<file path="src/rtl/sertx_pkg.sv">
package sertx_pkg;
  typedef struct packed {
    logic       sync;
    logic       chr7;
    logic       par_en;
    logic       par_odd;
    logic       stop2;
    logic       mp_en;
    logic [1:0] cks;
  } fmt_t;

  localparam int FRAME_MAX = 12;
  localparam int LEN_W = 4;
endpackage

</file>
<file path="src/rtl/sertx_rate.sv">
module sertx_rate #(
  parameter int BIT_DIV = 4,
  parameter int PW = 9
) (
  input  logic [1:0]    cks,
  output logic [PW-1:0] period
);
  logic [PW-1:0] opt [4];

  for (genvar g = 0; g < 4; g++) begin : g_opt
    assign opt[g] = PW'(BIT_DIV << (2 * g));
  end

  assign period = opt[cks];
endmodule

</file>
<file path="src/rtl/sertx_frame.sv">
module sertx_frame
  import sertx_pkg::*;
(
  input  fmt_t                 fmt,
  input  logic [7:0]           data,
  input  logic                 mp_bit,
  output logic [FRAME_MAX-1:0] bits,
  output logic [LEN_W-1:0]     len
);
  logic [LEN_W-1:0] pos;
  logic [LEN_W-1:0] nd;
  logic             par;

  always_comb begin
    bits = '1;
    pos  = '0;
    nd   = (fmt.sync || !fmt.chr7) ? 4'd8 : 4'd7;
    par  = fmt.par_odd;
    if (!fmt.sync) begin
      bits[pos] = 1'b0;
      pos = pos + 1'b1;
    end
    for (int i = 0; i < 8; i++) begin
      if (4'(i) < nd) begin
        bits[pos] = data[i];
        par = par ^ data[i];
        pos = pos + 1'b1;
      end
    end
    if (!fmt.sync && (fmt.mp_en || fmt.par_en)) begin
      bits[pos] = fmt.mp_en ? mp_bit : par;
      pos = pos + 1'b1;
    end
    if (!fmt.sync) pos = pos + (fmt.stop2 ? 4'd2 : 4'd1);
    len = pos;
  end
endmodule

</file>
<file path="src/rtl/sertx_shift.sv">
module sertx_shift
  import sertx_pkg::*;
#(
  parameter int PW = 9
) (
  input  logic                 clk,
  input  logic                 rst,
  input  logic                 sync_mode,
  input  logic                 hold_full,
  input  logic [FRAME_MAX-1:0] bits,
  input  logic [LEN_W-1:0]     len,
  input  logic [PW-1:0]        period,
  output logic                 load,
  output logic                 txd,
  output logic                 sck,
  output logic                 busy
);
  logic                 busy_q, sync_q, txd_q;
  logic [FRAME_MAX-1:0] sh_q;
  logic [LEN_W-1:0]     left_q;
  logic [PW-1:0]        tmr_q;
  logic                 bit_done;

  assign bit_done = busy_q && (tmr_q == '0);
  assign load     = hold_full && (!busy_q || (bit_done && left_q == '0));

  always_ff @(posedge clk) begin
    if (rst) begin
      busy_q <= 1'b0;
      sync_q <= 1'b0;
      txd_q  <= 1'b1;
      sh_q   <= '1;
      left_q <= '0;
      tmr_q  <= '0;
    end else if (load) begin
      busy_q <= 1'b1;
      sync_q <= sync_mode;
      txd_q  <= bits[0];
      sh_q   <= {1'b1, bits[FRAME_MAX-1:1]};
      left_q <= len - 1'b1;
      tmr_q  <= period - 1'b1;
    end else if (bit_done) begin
      if (left_q != '0) begin
        txd_q  <= sh_q[0];
        sh_q   <= {1'b1, sh_q[FRAME_MAX-1:1]};
        left_q <= left_q - 1'b1;
        tmr_q  <= period - 1'b1;
      end else begin
        busy_q <= 1'b0;
        txd_q  <= 1'b1;
      end
    end else if (busy_q) begin
      tmr_q <= tmr_q - 1'b1;
    end
  end

  assign txd  = txd_q;
  assign busy = busy_q;
  assign sck  = !(busy_q && sync_q && (tmr_q >= (period >> 1)));

  a_r10_bit_stable: assert property (@(posedge clk) disable iff (rst)
    (busy_q && tmr_q != '0) |=> $stable(txd_q));
  a_r5_count_bound: assert property (@(posedge clk) disable iff (rst)
    busy_q |-> (left_q < LEN_W'(FRAME_MAX)));
endmodule

</file>
<file path="src/rtl/sertx_top.sv">
module sertx_top
  import sertx_pkg::*;
#(
  parameter int BIT_DIV = 4
) (
  input  logic       clk,
  input  logic       rst,
  input  logic       wr_en,
  input  logic       wr_sel,
  input  logic [7:0] wr_data,
  input  logic       rd_sel,
  output logic [7:0] rd_data,
  input  logic       mp_bit,
  output logic       txd,
  output logic       sck,
  output logic       hold_empty,
  output logic       tx_end
);
  localparam int PW = $clog2(BIT_DIV * 64 + 1);

  logic [7:0]           hold_q;
  fmt_t                 fmt_q;
  logic                 empty_q;
  logic [7:0]           rd_q;
  logic [PW-1:0]        period;
  logic [FRAME_MAX-1:0] fbits;
  logic [LEN_W-1:0]     flen;
  logic                 ld, busy, wr_hold;

  assign wr_hold = wr_en && !wr_sel;

  always_ff @(posedge clk) begin
    if (rst) begin
      hold_q  <= 8'hFF;
      fmt_q   <= '0;
      empty_q <= 1'b1;
      rd_q    <= 8'hFF;
    end else begin
      if (wr_en && wr_sel) fmt_q <= fmt_t'(wr_data);
      if (wr_hold) begin
        hold_q  <= wr_data;
        empty_q <= 1'b0;
      end else if (ld) begin
        empty_q <= 1'b1;
      end
      rd_q <= rd_sel ? 8'(fmt_q) : hold_q;
    end
  end

  sertx_rate #(.BIT_DIV(BIT_DIV), .PW(PW)) i_rate (
    .cks(fmt_q.cks), .period(period));

  sertx_frame i_frame (
    .fmt(fmt_q), .data(hold_q), .mp_bit(mp_bit), .bits(fbits), .len(flen));

  sertx_shift #(.PW(PW)) i_shift (
    .clk(clk), .rst(rst), .sync_mode(fmt_q.sync), .hold_full(!empty_q),
    .bits(fbits), .len(flen), .period(period),
    .load(ld), .txd(txd), .sck(sck), .busy(busy));

  assign rd_data    = rd_q;
  assign hold_empty = empty_q;
  assign tx_end     = !busy && empty_q;

  a_r3_write_clears: assert property (@(posedge clk) disable iff (rst)
    wr_hold |=> !hold_empty);
  a_r3_load_sets: assert property (@(posedge clk) disable iff (rst)
    (ld && !wr_hold) |=> hold_empty);
  a_r11_line_high_at_end: assert property (@(posedge clk) disable iff (rst)
    tx_end |-> txd);
  a_r9_sck_idle_high: assert property (@(posedge clk) disable iff (rst)
    tx_end |-> sck);
endmodule

</file>
<file path="config.mk">
export PLATFORM = sky130hd
export DESIGN_NAME = sertx_top
export DESIGN_NICKNAME = d
export VERILOG_FILES = /design/src/rtl/sertx_pkg.sv /design/src/rtl/sertx_rate.sv /design/src/rtl/sertx_frame.sv /design/src/rtl/sertx_shift.sv /design/src/rtl/sertx_top.sv
export SDC_FILE = /design/constraint.sdc
export NUM_CORES = 1
export LEC_CHECK = 0
export BUFFER_PORTS_ARGS = -buffer_cell sky130_fd_sc_hd__buf_2
export CORE_MARGIN = 3
export CORE_UTILIZATION = 55
export CTS_CLUSTER_DIAMETER = 30
export DETAILED_ROUTE_END_ITERATION = 6
export PLACE_DENSITY = 0.81
export RECOVER_POWER = 50
export SETUP_SLACK_MARGIN = 0.05
export SKIP_LAST_GASP = 1
export SLEW_MARGIN = 25
export SYNTH_ARGS = -nofsm -noshare
export SYNTH_HDL_FRONTEND = slang
export SYNTH_HIERARCHICAL = 1
export SYNTH_SLANG_ARGS = --single-unit
</file>
<file path="constraint.sdc">
create_clock -name clk -period 4.3 [get_ports clk]
set_clock_uncertainty 0.15 [all_clocks]
set_input_delay 0.86 -clock clk [delete_from_list [all_inputs] [get_ports clk]]
set_output_delay 0.86 -clock clk [all_outputs]
set_load 0.005 [all_outputs]
</file>
==> metrics.txt <==
hold crit path type reg -> reg; fraction of registers with async set/reset 0%; final net count 413; Post-synth EDFFs 0; max-cap viol count 0; setup bufs post-CTS 0; period utilisation layout 71.2%; CP Depth 4; DIE WIDTH between 80 and 90 um; Mean Syn Cell Area just under 9 um2; Slowest cell on crit path clkbuf_1; Mapped Cells 376; vias in the first global route ~2600; core area 5680 um2; logic gate share of total power about two fifths; full die area 7000 um2; Setup TNS Final 0 ns; clock root cell clkbuf_8; Synth warnings 6; Final Setup Violations 0; number of diodes 0; Buf+Inv Stages, Crit Path 2; run status completed; FF-to-FF path depth 9; Most Frequent Cell on Critical Path clkbuf_1; Top Ports 26; Hold Violations, Final 0; NetSw between 500 and 600 uW; FILL cells 517; Peak VDD IR ~0.23 mV; slew margin rel. 5.40%; # clock sinks 52; Worst-path clk slew 0.10 ns; Slew Limit Fails 0; maximum clock frequency 0.326 GHz; post-cts sizing count 0; Layout Utilization 60.6%; RSZ-0062 raised after global routing false; pre-CTS setup slack 1.48 ns; worst path cell trace clkbuf_1 > clkbuf_1 > nor2_1 > mux2i_1; CTS hold repair buffers 0; final WL about 7100 um; via count of the routed design around 2700; switch share 38.3%; initial antenna violation count 0; routed vias/inst 5.97; Tot GR Track Use about a fifth; Clock H-tree levels 2; clock network fraction of total power 19.7%; initial core utilization about three fifths; area added between synthesis and finish 3.73%; DRC 0; internal power 896 uW; PwrDens 422 nW/um2; first-pass GRT wire length 12100 um; drt wl/cell 15.5 um; ANT nets after route 0; TritonCTS buffer count 5; register bit total from synthesis 52; share of cells above drive strength 1 between 10% and 20%; DRT iter0 DRCs 167; CTS tree done; Core Rows 27; dpl hpwl 5180 um; CP startpoint kind input port; Max FO, Critical Path 31; sequential element share of the synthesized area 31.4%; Skew-Pair Late Insertion Delay roughly 0.30 ns; grt total ovfl 0; WS Path Type in -> reg; WP data arrival 3.15 ns; CP required about 4.4 ns; DR pass1 iterations 4; max incr delay on CP 1.01 ns; Placer Congestion approximately 0.82; final setup margin 1.24 ns; leakage power 1.37 nW; clk buf depth 2; Port Buffers 25; Mapped Area around 3300 um2; Worst Hold Depth 2; prevailing post-synth register cell dfxtp_1; post-synth cell types 63; Worst Tran Pin Value between 1 and 1.5 ns; min Tclk post-route 3.06 ns; sequential power share 41.3%; largest net degree at the start of global routing 32; CP endpoint kind flip-flop; Die Ht 83.7 um; delay-heaviest family, CP buffers and inverters; final hold slack 0.340 ns
sequential cells by signal, indices dropped and copies added, names as in the netlist:
name            cells
i_shift/sync_q      1
i_shift/tmr_q       9
i_shift/busy        1
hold_q              8
hold_empty          1
rd_data             8
i_shift/txd         1
fmt_q               8
i_shift/left_q      4
i_shift/sh_q       11
metal layers:
metal  wire, um  global-route usage, %
met1       3260                   27.0
met2       3490                   35.4
met3        293                   3.46
met4         69                   5.12
met5          0                      0
layout make-up:
type,instances,area [um2],area share (%)
multi-input combinational,275,2000,58.1
sequential,52,1040,30.3
timing repair buffer,27,130,3.78
inverter,24,90.1,2.62
tap,72,90.1,2.62
clock buffer,5,68.8,2.00
clock inverter,3,22.5,0.655
placed cells by master, fill, tap and decap left out, types with 13 or more instances in the layout:
cell | synthesis | layout
buf_2 | 11 | 20
inv_1 | 24 | 24
nor2b_1 | 13 | 13
nor2_1 | 49 | 49
ha_1 | 13 | 13
dfxtp_1 | 52 | 52
a21oi_1 | 20 | 21
mux2i_1 | 16 | 16
xnor2_1 | 13 | 13
nand3_1 | 14 | 14
power by group through the flow:
stage / Combinational (mW) / Sequential (mW) / Clock (mW)
CTS: 0.557 / 0.598 / 0.293
global placement: 0.536 / 0.606 / 0
detailed placement: 0.554 / 0.609 / 0
global route: 0.631 / 0.608 / 0.314
finish: 0.567 / 0.599 / 0.286
floorplan: 0.473 / 0.586 / 0
path summary, 6_finish.rpt:
kind	from	end	slack (ns)
hold reg to reg	i_shift/txd$_SDFFE_PP1P_	i_shift/txd$_SDFFE_PP1P_	0.34
hold / removal	i_shift/txd$_SDFFE_PP1P_	i_shift/txd$_SDFFE_PP1P_	0.34
setup / recovery	rst	hold_q[2]$_SDFFE_PP1P_	1.24
setup reg to reg	fmt_q[7]$_SDFFE_PP0P_	i_shift/left_q[3]$_SDFFE_PP0P_	1.41
through the flow:
stage	instances	total power [mW]	instance area [um2]
floorplan	382	1.06	3340
global placement	450	1.14	3360
detailed placement	450	1.16	3360
CTS	458	1.45	3450
global route	458	1.55	3440
finish	458	1.45	3440
logic make-up (layout without fill, tap and decap cells):
group | after synthesis | in the layout | share of synthesized area, %
compound gates | 96 | 96 | 22.7
fa+ha+maj | 14 | 14 | 5.51
xor+xnor | 14 | 14 | 4.11
flops | 52 | 52 | 31.4
buf+inv | 55 | 59 | 9.13
mux | 24 | 24 | 7.54
simple gates | 119 | 119 | 19.4
other cells | 2 | 8 | 0.226
synthesized netlist by cell type, types with 11 or more instances:
master    instances  area share (%)
xnor2_1          13             3.4
mux2i_1          16             4.8
nor2_1           49             5.5
dfxtp_1          52              31
nand3_1          14             2.1
o22ai_1          12             2.3
nor2b_1          13             2.5
inv_1            24             2.7
o21bai_1         11             2.5
ha_1             13             4.9
buf_2            11             1.7
a21oi_1          20             3.0
worst register-to-register path, delay by kind of cell, from the launching register on:
family | cells | cell delay (ns)
AOI/OAI and AO/OA | 2 | 0.47
and+or+nand+nor | 5 | 0.74
DFF | 1 | 0.73
adders and majority gates | 2 | 0.69
Power figures use the tool's default switching activity.
